$ cat src/rtl/cmp_pkg.sv
package cmp_pkg;
  typedef struct packed {
    logic gt;
    logic lt;
    logic eq;
  } cmp_flags_t;

  localparam cmp_flags_t CASC_START = '{gt: 1'b0, lt: 1'b0, eq: 1'b1};
endpackage

$ cat src/rtl/mag_cell.sv
module mag_cell
  import cmp_pkg::*;
#(
  parameter int W = 4
) (
  input  logic [W-1:0] a_i,
  input  logic [W-1:0] b_i,
  input  cmp_flags_t   casc_i,
  output cmp_flags_t   res_o
);
  logic decided;

  always_comb begin
    // equal data: cascade decides, including the abnormal cascade codes
    res_o.gt = ~casc_i.eq & ~casc_i.lt;
    res_o.lt = ~casc_i.eq & ~casc_i.gt;
    res_o.eq = casc_i.eq;
    decided  = 1'b0;
    for (int i = W - 1; i >= 0; i--) begin
      if (!decided && (a_i[i] != b_i[i])) begin
        res_o.gt = a_i[i];
        res_o.lt = b_i[i];
        res_o.eq = 1'b0;
        decided  = 1'b1;
      end
    end
  end

  // a normal cascade code gives a normal result code
  always_comb begin
    if ($onehot({casc_i.gt, casc_i.lt, casc_i.eq}))
      a_r1_cell_onehot: assert ($onehot({res_o.gt, res_o.lt, res_o.eq}))
        else $error("cell result not one-hot");
  end
endmodule

$ cat src/rtl/grp_cell.sv
module grp_cell
  import cmp_pkg::*;
#(
  parameter int CELL_W = 4,
  localparam int GW = CELL_W + 1
) (
  input  logic [GW-1:0] a_i,
  input  logic [GW-1:0] b_i,
  output logic          gt_o,
  output logic          lt_o
);
  cmp_flags_t casc;
  cmp_flags_t res;

  always_comb begin
    casc.gt = a_i[0];
    casc.lt = b_i[0];
    casc.eq = 1'b0;
  end

  mag_cell #(.W(CELL_W)) u_cell (
    .a_i   (a_i[GW-1:1]),
    .b_i   (b_i[GW-1:1]),
    .casc_i(casc),
    .res_o (res)
  );

  assign gt_o = res.gt;
  assign lt_o = res.lt;

  // equal groups present an equal pair, unequal groups order correctly
  always_comb begin
    if (a_i == b_i)
      a_r6_equal_group_pair: assert (res.gt == res.lt && !res.eq)
        else $error("equal group gave unequal pair");
    else
      a_r6_group_order: assert (res.gt == (a_i > b_i) && res.lt == (a_i < b_i))
        else $error("group order wrong");
  end
endmodule

$ cat src/rtl/wide_mag_cmp.sv
module wide_mag_cmp
  import cmp_pkg::*;
#(
  parameter  int CELL_W = 4,
  parameter  int NGRP   = 4,
  localparam int GW     = CELL_W + 1,
  localparam int WIDTH  = CELL_W + NGRP * GW
) (
  input  logic [WIDTH-1:0] a_i,
  input  logic [WIDTH-1:0] b_i,
  output logic             gt_o,
  output logic             lt_o,
  output logic             eq_o
);
  cmp_flags_t      low_res;
  cmp_flags_t      fin_res;
  logic [NGRP-1:0] grp_gt;
  logic [NGRP-1:0] grp_lt;

  mag_cell #(.W(CELL_W)) u_low (
    .a_i   (a_i[CELL_W-1:0]),
    .b_i   (b_i[CELL_W-1:0]),
    .casc_i(CASC_START),
    .res_o (low_res)
  );

  for (genvar g = 0; g < NGRP; g++) begin : g_grp
    localparam int LO = CELL_W + g * GW;
    grp_cell #(.CELL_W(CELL_W)) u_grp (
      .a_i (a_i[LO +: GW]),
      .b_i (b_i[LO +: GW]),
      .gt_o(grp_gt[g]),
      .lt_o(grp_lt[g])
    );
  end

  mag_cell #(.W(NGRP)) u_final (
    .a_i   (grp_gt),
    .b_i   (grp_lt),
    .casc_i(low_res),
    .res_o (fin_res)
  );

  assign gt_o = fin_res.gt;
  assign lt_o = fin_res.lt;
  assign eq_o = fin_res.eq;

  always_comb begin
    a_r1_onehot: assert ($onehot({gt_o, lt_o, eq_o}))
      else $error("R1 result not one-hot");
    a_r2_gt: assert (gt_o == (a_i > b_i))
      else $error("R2 greater flag wrong");
    a_r3_lt: assert (lt_o == (a_i < b_i))
      else $error("R3 less flag wrong");
    a_r4_eq: assert (eq_o == (a_i == b_i))
      else $error("R4 equal flag wrong");
    if (a_i[WIDTH-1:CELL_W] == b_i[WIDTH-1:CELL_W])
      a_r5_low_decides: assert (fin_res == low_res)
        else $error("R5 low cell not passed through");
  end
endmodule

$ cat config.mk
export PLATFORM = sky130hd
export DESIGN_NAME = wide_mag_cmp
export DESIGN_NICKNAME = d
export VERILOG_FILES = /design/src/rtl/cmp_pkg.sv /design/src/rtl/mag_cell.sv /design/src/rtl/grp_cell.sv /design/src/rtl/wide_mag_cmp.sv
export SDC_FILE = /design/constraint.sdc
export NUM_CORES = 1
export LEC_CHECK = 0
export BUFFER_PORTS_ARGS = -buffer_cell sky130_fd_sc_hd__buf_2
export CORE_ASPECT_RATIO = 0.8
export CORE_MARGIN = 3
export CORE_UTILIZATION = 40
export DETAILED_ROUTE_END_ITERATION = 10
export PLACE_DENSITY = 0.67
export SLEW_MARGIN = 20
export SYNTH_ARGS = -nofsm -noshare
export SYNTH_HDL_FRONTEND = slang
export SYNTH_SLANG_ARGS = --single-unit
$ cat constraint.sdc
create_clock -name vclk -period 4.26
set_input_delay 1.278 -clock vclk [all_inputs]
set_output_delay 1.278 -clock vclk [all_outputs]
set_load 0.02 [all_outputs]
==> results.yml <==
synth:
  syn-num-nets: 227
  syn_area_um2: 1130
  ys_warn_count: 0
  ys_seq_area_share_pct: 0
  synth_cells: 177
  syn_area_per_cell_um2: 6.36
  ys_types: 48
grt:
  grt_max_degree: 7
  grt_pass1_wl_mm: 6.82
  grt_pass1_vias: 1670
  antenna_found_initial: 0
  grt_util_all_layers_pct: 23.9
  grt_overflow: 0
power:
  power.leakage_nw: 0.948
  ir_worst_vdd_v: 0.0000768
  power.density_nw_per_um2: 139
hold_path:
  holdPathEnd: "eq_o"
  min_from: "a_i[2]"
  hold_class: "in -> out"
  hold_path_depth: 6
timing:
  slew_viol_final: 0
  slew_headroom_pct: 70.5
  hold_slack_ns: 3.13
  tightest_slew_ns: 0.439
  rsz0062_at_grt: "yes"
  setup_viol_count_final: 3
  min_period_over_period_pct: 107
  fmax_mhz: 219
  fin_crit_ns: 4.56
  hold_violations: 0
  worst_slack_ns: -0.297
finish:
  regArea_um2: 0
  antenna_cells: 0
  nClkBuffers: 0
  area_growth_pct: 87.4
  final_util_pct: 82.4
  design.seq.count: 0
  multiInputGateArea_um2: 1330
  fin_nets: 323
  drive_gt1_share_pct: 51.7
  fillers: 178
setup_path:
  end_kind: "primary output"
  critical-path-top-delay-family: "simple AND/OR/NAND/NOR gates"
  critPathLaunchType: "primary input"
  required_ns: 2.98
  crit_path_top_delay_cell: "or3_4"
  cp.depth: 9
  cp_cell_sequence: "buf_8 > nand2b_4 > a211oi_2 > o21ai_0 > a21oi_2 > nor4_4 > or3_4 > nor4b_4 > buf_4"
  cp.arrival_ns: 3.28
  path_buf_inv: 2
  max_stage_delay_ns: 0.42
  cp_max_fo: 5
  crit_type: "in -> out"
floorplan:
  dieArea_um2: 3490
  ios: 51
  start_util_pct: 43.9
  row_count: 16
  core-area_um2: 2560
  dieWidth_um: 65.3
  die_y_um: 53.5
status:
  failed_checks: "negative setup slack"
  status: "finished, violations left"
drt:
  detail_route.wl_per_cell_um: 14.8
  drt_drc_violations_left: 0
  via_count: 1723
  vias_per_cell: 5.61
  dr.pass1.iters: 4
  wirelength_mm: 4.53
  drtIter0Drc: 109
  ant_nets: 0
placed_design:
  place.gp.congestion: 0.823
  post-dp-hpwl_mm: 3.22
  io_buffers: 51
run:
  maxCapViolations: 0
cts:
  cts_hold_buf: 0
cell type report:
type / count / area share, %
multi-input cells: 157 / 62.8
inverters: 20 / 3.56
repair buffers: 94 / 31.5
well taps: 36 / 2.13
kinds of logic (layout without fill, tap and decap cells):
kind of cell             count (synthesis)  after routing  share of synthesized area [%]
XOR/XNOR                                14             14                           10.9
AND/OR/NAND/NOR                         78             78                           37.9
buffers and inverters                   20            114                           6.67
AO/OA/AOI/OAI                           57             57                           36.9
adder cells (fa/ha/maj)                  8              8                           7.67
worst max path at each step:
stage             from    to  slack (ns)
5_1_grt        b_i[10]  gt_o       -0.37
3_3_place_gp   a_i[15]  lt_o       -0.27
4_1_cts        b_i[12]  lt_o       -0.20
6_report       a_i[12]  eq_o       -0.30
2_1_floorplan  b_i[23]  eq_o       0.004
3_5_place_dp   a_i[15]  lt_o       -0.33
where the power goes:
group,leakage [nW],total [W],internal [W],switching [W]
Combinational,0.948,0.000294,0.000143,0.000151
Sequential,0,0,0,0
Clock,0,0,0,0
Total,0.948,0.000294,0.000143,0.000151
cell usage after synthesis, types with 2 or more instances:
cell type	instances	area (um^2)
a2111oi_2	2	30.0
a211oi_1	4	30.0
a21oi_1	11	55.1
a221oi_1	2	17.5
a311oi_1	2	17.5
a31oi_1	5	31.3
ha_1	2	25.0
inv_1	19	71.3
maj3_1	5	50.1
nand2_1	17	63.8
nand2b_1	9	56.3
nand3_1	4	20.0
nand4_1	3	18.8
nor2_1	13	48.8
nor2b_1	13	81.3
nor3_1	4	20.0
nor4_1	2	12.5
o2111ai_1	2	17.5
o21ai_0	8	40.0
o21ai_1	2	10.0
o21bai_1	2	15.0
o22ai_1	2	12.5
o31ai_1	4	30.0
o41ai_1	2	17.5
or3_1	3	18.8
xnor2_1	5	43.8
xor2_1	9	78.8
stage by stage:
| stage | instance area (um^2) | TNS, ns | setup slack, ns | total power [W] | std cells |
|---|---|---|---|---|---|
| global placement | 1720 | -0.772 | -0.268 | 0.000210 | 302 |
| global route | 2110 | -1.05 | -0.365 | 0.000315 | 307 |
| detailed placement | 1720 | -0.935 | -0.327 | 0.000219 | 302 |
| finish | 2110 | -0.849 | -0.297 | 0.000294 | 307 |
| CTS | 1960 | -0.565 | -0.195 | 0.000259 | 307 |
| floorplan | 1130 | 0 | 0.00413 | 0.000120 | 177 |
cells in the final DEF (no fill, tap or decap), types with 3 or more instances in the layout:
master    Yosys  final
buf_6         0      8
maj3_1        5      5
buf_4         0     44
xnor2_1       5      4
o31ai_1       4      3
xor2_1        9      6
nor2_1       13     13
buf_2         0     39
nand3_1       4      3
a31oi_1       5      5
nand4_1       3      3
o21ai_0       8      8
a21oi_1      11      8
inv_1        19     18
nor2b_1      13     10
a211oi_2      0      3
nand2b_1      9      7
nand2_1      17     16
a21oi_2       1      4
per-layer routing:
metal / wire length (um) / track usage [%]
met5: 0 / 0
met4: 68 / 4.48
met3: 218 / 0.849
met2: 2450 / 48.1
met1: 1790 / 28.3
timing repair:
item	in CTS	in global routing
buffers inserted	6	0
setup endpoints to repair	3	3
gates resized for setup	43	28
hold endpoints to repair	0	0
pin swaps	27	13
Power figures use the tool's default switching activity.
